File: src/rtl/irqc_pkg.sv
// Shared constants for the interrupt edge conditioner.
// Assumes a byte-addressed register bus of 8 address and 32 data bits.
package irqc_pkg;
    localparam int ADDR_W    = 8;
    localparam int DATA_W    = 32;
    localparam int MAX_LINES = 24;
    localparam int FILT_W    = 8;

    typedef logic [ADDR_W-1:0] reg_addr_t;

    localparam reg_addr_t OFS_ENABLE = 8'h90;
    localparam reg_addr_t OFS_MODE   = 8'h94;
    localparam reg_addr_t OFS_FILTEN = 8'h98;
    localparam reg_addr_t OFS_PERIOD = 8'h9C;

    localparam logic [FILT_W-1:0] PERIOD_RST = 8'hFF;
endpackage

File: src/rtl/irqc_regs.sv
// Register file for the conditioner: per-line enable, mode and
// filter-enable plus one shared filter period. Reads are combinational.
// Assumes NUM_LINES < DATA_W.
module irqc_regs
    import irqc_pkg::*;
#(
    parameter int NUM_LINES = MAX_LINES
) (
    input  logic                  clk,
    input  logic                  rst_n,
    input  logic                  bus_wr,
    input  reg_addr_t             bus_addr,
    input  logic [DATA_W-1:0]     bus_wdata,
    output logic [DATA_W-1:0]     bus_rdata,
    output logic [NUM_LINES-1:0]  irq_enable,
    output logic [NUM_LINES-1:0]  edge_mode,
    output logic [NUM_LINES-1:0]  filt_enable,
    output logic [FILT_W-1:0]     filt_period
);
    logic unused_wdata;
    assign unused_wdata = ^bus_wdata[DATA_W-1:NUM_LINES];

    // Register writes with synchronous reset
    always_ff @(posedge clk) begin
        if (!rst_n) begin
            irq_enable  <= '0;
            edge_mode   <= '0;
            filt_enable <= '0;
            filt_period <= PERIOD_RST;
        end else if (bus_wr) begin
            case (bus_addr)
                OFS_ENABLE: irq_enable  <= bus_wdata[NUM_LINES-1:0];
                OFS_MODE:   edge_mode   <= bus_wdata[NUM_LINES-1:0];
                OFS_FILTEN: filt_enable <= bus_wdata[NUM_LINES-1:0];
                OFS_PERIOD: filt_period <= bus_wdata[FILT_W-1:0];
                default: ;
            endcase
        end
    end

    // Read-back multiplexer, unused bits zero
    always_comb begin
        bus_rdata = '0;
        case (bus_addr)
            OFS_ENABLE: bus_rdata[NUM_LINES-1:0] = irq_enable;
            OFS_MODE:   bus_rdata[NUM_LINES-1:0] = edge_mode;
            OFS_FILTEN: bus_rdata[NUM_LINES-1:0] = filt_enable;
            OFS_PERIOD: bus_rdata[FILT_W-1:0]    = filt_period;
            default:    bus_rdata = '0;
        endcase
    end
endmodule

File: src/rtl/irqc_sync2.sv
// Two-flop synchroniser for a vector of independent asynchronous bits.
// Assumes each bit is a slow level; no bus coherency is implied.
module irqc_sync2 #(
    parameter int WIDTH = 24
) (
    input  logic             clk,
    input  logic             rst_n,
    input  logic [WIDTH-1:0] async_i,
    output logic [WIDTH-1:0] sync_o
);
    logic [WIDTH-1:0] stage1;

    // Two register stages toward the clock domain
    always_ff @(posedge clk) begin
        if (!rst_n) begin
            stage1 <= '0;
            sync_o <= '0;
        end else begin
            stage1 <= async_i;
            sync_o <= stage1;
        end
    end
endmodule

File: src/rtl/irqc_line_filter.sv
// Glitch filter for one line. The filtered level takes a new value once
// the input has disagreed with it for max(period,1) consecutive cycles.
// A one-cycle change flag marks each accepted change.
module irqc_line_filter
    import irqc_pkg::*;
(
    input  logic              clk,
    input  logic              rst_n,
    input  logic              sync_i,
    input  logic [FILT_W-1:0] period_i,
    output logic              filt_o,
    output logic              chg_o
);
    logic [FILT_W-1:0] run_cnt;
    logic [FILT_W-1:0] limit;

    // Last count value before acceptance; a period of 0 behaves as 1
    always_comb begin
        limit = (period_i == '0) ? '0 : period_i - 1'b1;
    end

    // Disagreement counter, level update and change flag
    always_ff @(posedge clk) begin
        if (!rst_n) begin
            run_cnt <= '0;
            filt_o  <= 1'b0;
            chg_o   <= 1'b0;
        end else begin
            chg_o <= 1'b0;
            if (sync_i == filt_o) begin
                run_cnt <= '0;
            end else if (run_cnt >= limit) begin
                filt_o  <= sync_i;
                run_cnt <= '0;
                chg_o   <= 1'b1;
            end else begin
                run_cnt <= run_cnt + 1'b1;
            end
        end
    end
endmodule

File: src/rtl/irqc_edge_cond.sv
// Interrupt edge conditioner top. It synchronises the raw pins, filters
// each line and shapes the per-line request: 0 when disabled, a level in
// mode 0, or an active-low one-cycle pulse per filtered change in mode 1.
// Mode 1 needs the line's filter enabled, otherwise the request idles at 1.
module irqc_edge_cond
    import irqc_pkg::*;
#(
    parameter int NUM_LINES = MAX_LINES
) (
    input  logic                  clk,
    input  logic                  rst_n,
    input  logic                  bus_wr,
    input  logic [ADDR_W-1:0]     bus_addr,
    input  logic [DATA_W-1:0]     bus_wdata,
    output logic [DATA_W-1:0]     bus_rdata,
    input  logic [NUM_LINES-1:0]  line_raw_i,
    output logic [NUM_LINES-1:0]  line_level_o,
    output logic [NUM_LINES-1:0]  irq_req_o
);
    logic [NUM_LINES-1:0] irq_enable;
    logic [NUM_LINES-1:0] edge_mode;
    logic [NUM_LINES-1:0] filt_enable;
    logic [FILT_W-1:0]    filt_period;
    logic [NUM_LINES-1:0] sync_lvl;
    logic [NUM_LINES-1:0] filt_lvl;
    logic [NUM_LINES-1:0] filt_chg;

    irqc_regs #(.NUM_LINES(NUM_LINES)) u_regs (
        .clk         (clk),
        .rst_n       (rst_n),
        .bus_wr      (bus_wr),
        .bus_addr    (bus_addr),
        .bus_wdata   (bus_wdata),
        .bus_rdata   (bus_rdata),
        .irq_enable  (irq_enable),
        .edge_mode   (edge_mode),
        .filt_enable (filt_enable),
        .filt_period (filt_period)
    );

    irqc_sync2 #(.WIDTH(NUM_LINES)) u_sync (
        .clk     (clk),
        .rst_n   (rst_n),
        .async_i (line_raw_i),
        .sync_o  (sync_lvl)
    );

    assign line_level_o = sync_lvl;

    for (genvar g = 0; g < NUM_LINES; g++) begin : g_line
        irqc_line_filter u_filt (
            .clk      (clk),
            .rst_n    (rst_n),
            .sync_i   (sync_lvl[g]),
            .period_i (filt_period),
            .filt_o   (filt_lvl[g]),
            .chg_o    (filt_chg[g])
        );

        // Request shaping per line from enable, mode and filter choice
        always_comb begin
            if (!irq_enable[g])
                irq_req_o[g] = 1'b0;
            else if (edge_mode[g])
                irq_req_o[g] = filt_enable[g] ? ~filt_chg[g] : 1'b1;
            else
                irq_req_o[g] = filt_enable[g] ? filt_lvl[g] : sync_lvl[g];
        end
    end
endmodule

File: config.mk
export PLATFORM = sky130hd
export DESIGN_NAME = irqc_edge_cond
export DESIGN_NICKNAME = d
export VERILOG_FILES = /design/src/rtl/irqc_pkg.sv /design/src/rtl/irqc_regs.sv /design/src/rtl/irqc_sync2.sv /design/src/rtl/irqc_line_filter.sv /design/src/rtl/irqc_edge_cond.sv
export SDC_FILE = /design/constraint.sdc
export NUM_CORES = 1
export LEC_CHECK = 0
export ABC_AREA = 1
export ABC_CLOCK_PERIOD_IN_PS = 3600
export CAP_MARGIN = 20
export CORE_MARGIN = 4
export CORE_UTILIZATION = 54
export CTS_BUF_LIST = sky130_fd_sc_hd__clkbuf_16
export DETAILED_ROUTE_END_ITERATION = 10
export PLACE_DENSITY = 0.83
export SYNTH_ARGS = -nofsm -noshare
export SYNTH_HDL_FRONTEND = slang
export SYNTH_SLANG_ARGS = --single-unit
File: constraint.sdc
create_clock -name clk -period 3.6 [get_ports clk]
set_input_delay 0.72 -clock clk [delete_from_list [all_inputs] [get_ports clk]]
set_output_delay 0.72 -clock clk [all_outputs]
set_load 0.05 [all_outputs]
==> impl_metrics.csv <==
group,metric,value,unit
sta,fin_worst_skew,10.7,ps
synth,dominantRegCellSynth,"sky130_fd_sc_hd__dfxtp_1",
placement,detailed_place_hpwl,35400,µm
worst_setup_path,cp.required,4060,ps
min_path,worstHoldPathCells,2,
placement,place_area,0.0220,mm²
floorplanning,die_height,200,µm
worst_setup_path,worst_r2r_path_depth,17,
floorplanning,ios,147,
placement,numPortBuffers,130,
synth,synthDominantAreaCellType,"sky130_fd_sc_hd__dfxtp_1",
route,drt_pre_antenna_iters,7,
floorplanning,floorplan.core_area,0.0365,mm²
synth,ys_types,29,
cells_and_area,area_growth,17.3,%
worst_setup_path,cp_cell_sequence,"inv_1, ha_1, inv_1, nor2_2, nand3_1, nor2_1, nand2_2, inv_1, nor2_4, ha_1, nand2_1, nor2_1, nor2_1, nand2_1, nand2_1, nand3_1, a21oi_1",
synth,netlist_instances,2781,
placement,gp_congestion,0.841,
cells_and_area,antenna_cells,0,
sta,finalHoldViolCount,0,
global_routing,antenna_found_initial,2,
sta,post-route-worst-setup-slack,114,ps
synth,synth_enable_flop_cells,0,
sta,timing.fmax,287,MHz
clocking,clock_tree.htree_level_count,2,
route,detail-route-antenna-nets,0,
worst_setup_path,criticalPathCategory,"reg2reg",
worst_setup_path,worst_setup_path_start_kind,"register",
global_routing,grt_usage,0.247,
sta,setup_violations,0,
synth,mean_area_per_synthesized_cell,7.17,µm²
worst_setup_path,critical_path.max_stage_delay,540,ps
synth,yosys_register_bits,368,
synth,synth.top_cells.by_count,"sky130_fd_sc_hd__nand2_1, sky130_fd_sc_hd__nor2_1, sky130_fd_sc_hd__dfxtp_1, sky130_fd_sc_hd__inv_1, sky130_fd_sc_hd__ha_1",
global_routing,grt_pass1_wl,84300,µm
clocking,clk_root_buffer_cell,"sky130_fd_sc_hd__clkbuf_16",
worst_setup_path,critical_path.endpoint_type,"register",
floorplanning,die_width,200,µm
synth,synth.yosys.seq_area_share,0.370,
clocking,cts_sinks,368,
sta,slew-limit-headroom,0.267,
global_routing,grt-ovfl-total,0,
sta,final_report_max_slew_violation_count,0,
synth,synth.cell_area,0.0199,mm²
sta,finalWorstPathRequiredPeriod,3490,ps
route,total_length_of_routed_wires,51900,µm
synth,synthMostInstantiatedCell,"sky130_fd_sc_hd__nand2_1",
route,drt_drc_violations_left,0,
sta,period_share,0.968,
power_and_ir_drop,powerDensity,372,mW/mm²
power_and_ir_drop,p_leak,10.5,nW
clocking,clk_pin_slew_worst_paths,60,ps
placement,pre_cts_slack,-53.6,ps
synth,yosysWarnings,0,
power_and_ir_drop,fin_total_pwr,8.69,mW
route,num_vias,18200,
clocking,number_of_buffers_added_to_fix_hold_violations_after_cts,0,
sta,rsz0062_at_grt,"yes",
status,run_status,"finished, final reports clean",
cells_and_area,final_design_area_no_fill,0.0234,mm²
cells_and_area,final_util,0.640,
cells_and_area,number_of_nets_at_the_end_of_the_flow,3198,
flow_run,maxCapViolations,0,
clocking,worstSkewPairLatency,530,ps
clocking,cts_inserted_buffers,39,
worst_setup_path,cpMaxStageDelayCell,"sky130_fd_sc_hd__nor2_4",
floorplanning,start_util,0.546,
clocking,cts-root-to-sink-buffers,3,
power_and_ir_drop,peakVddDrop,0.293,mV
min_path,hold_class,"reg2reg",
floorplanning,die-area,0.0400,mm²
global_routing,grt_pass1_vias,18000,
route,initialDrtViolationCount,1162,
synth,synth.top_cells.by_area,"sky130_fd_sc_hd__dfxtp_1, sky130_fd_sc_hd__ha_1, sky130_fd_sc_hd__nand2_1, sky130_fd_sc_hd__nor2_1, sky130_fd_sc_hd__inv_1",
global_routing,maximum_number_of_pins_on_one_net_before_global_route_repair,51,
floorplanning,floorplan.rows,70,
synth,async_reset_ff_frac,0,
route,wire_per_inst,15.2,µm
synth,synth.top_cell.area_share,0.370,
route,routed_via_density,5.34,
placement,total_placed_cells_including_tap_cells,3336,
clocking,tritoncts,"done",
sta,max_slew.worst_pin.slew,1100,ps
worst_setup_path,crit_path_max_fanout,12,
cells_and_area,final_cell_count_no_fill,3410,
worst_setup_path,worst_path_arrival_time,3940,ps
cells_and_area,post_route_cells_drive_above_1_share,0.0506,
==> final timing paths <==
| check | start | endpoint | slack [ps] |
|---|---|---|---|
| worst max register to register | u_regs.filt_period[0] | g_line[1].u_filt.run_cnt[7] | 110 |
| worst min register to register | u_sync.stage1[2] | u_sync.sync_o[2] | 410 |
| worst min-delay path | u_sync.stage1[2] | u_sync.sync_o[2] | 410 |
| worst max-delay path | u_regs.filt_period[0] | g_line[1].u_filt.run_cnt[7] | 110 |
==> cell type report <==
type | instances | area, µm²
flip-flops and latches | 368 | 7370
clock buffers | 41 | 1030
fillers | 2903 | 13100
inverters | 325 | 1220
clock inverters | 28 | 300
multi-input cells | 2020 | 11000
repair buffers | 160 | 1860
well taps | 468 | 586
==> what timing repair did <==
| item | CTS | global route |
|---|---|---|
| pin swaps | 0 | 3 |
| resized for setup | 3 | 9 |
| cloned | 0 | 3 |
| setup endpoints to repair | 193 | 194 |
| setup buffers | 0 | 2 |
==> critical path: cells and delay by family (launching register included) <==
family | cells | cell delay [ps]
simple gates | 11 | 1720
buf+inv | 3 | 390
compound gates | 1 | 210
fa+ha+maj | 2 | 570
flops | 1 | 510
==> kinds of logic (layout without fill, tap and decap cells) <==
group,count (synthesis),count (layout),synth area share
AND/OR/NAND/NOR,1446,1449,0.293
other,1,8,0.000188
buffers and inverters,403,554,0.0852
XOR/XNOR,117,117,0.0514
flip-flops,368,368,0.370
adder cells (fa/ha/maj),217,217,0.136
AO/OA/AOI/OAI,229,229,0.0639
==> layer usage <==
metal  wire, µm  global-route usage  vias to the layer above  part of all wire
li1           -                   -                     9034                 -
met1      21400               0.302                     8380              0.41
met2      24700               0.436                      636              0.48
met3       3760              0.0414                      151             0.072
met4       2090              0.0979                        4             0.040
met5         34                   0                        -           0.00065
==> cells in the final DEF, fill, tap and decap left out, types with 29 or more instances in the layout <==
| cell type | n |
|---|---|
| sky130_fd_sc_hd__xnor2_1 | 52 |
| sky130_fd_sc_hd__clkbuf_16 | 41 |
| sky130_fd_sc_hd__nand2_1 | 714 |
| sky130_fd_sc_hd__xor2_1 | 65 |
| sky130_fd_sc_hd__a21oi_1 | 146 |
| sky130_fd_sc_hd__nor2_1 | 458 |
| sky130_fd_sc_hd__o21ai_0 | 29 |
| sky130_fd_sc_hd__nand3_1 | 205 |
| sky130_fd_sc_hd__inv_1 | 327 |
| sky130_fd_sc_hd__dfxtp_1 | 368 |
| sky130_fd_sc_hd__buf_12 | 32 |
| sky130_fd_sc_hd__ha_1 | 217 |
| sky130_fd_sc_hd__clkdlybuf4s50_1 | 104 |
==> sequential cells by signal (all words and copies together), names as in the netlist <==
name / cells
g_line.u_filt.run_cnt: 192
g_line.u_filt.chg_o: 24
g_line.u_filt.filt_o: 24
u_regs.edge_mode: 24
u_regs.filt_enable: 24
u_regs.irq_enable: 24
u_sync.stage1: 24
u_sync.sync_o: 24
u_regs.filt_period: 8
==> through the flow <==
stage	TNS, ps	hold WS, ps
after CTS	0	414
after global placement	0	392
after detailed placement	-796	399
after global routing	-1130	436
after floorplan	0	390
final	0	408
==> report_power, final <==
part / internal (mW) / leakage (nW) / switching (mW)
logic: 0.123 / 6.82 / 0.218
clock network: 2.55 / 0.673 / 1.66
registers: 4.11 / 2.98 / 0.0295
No activity file was read; power rests on OpenSTA's default activity.
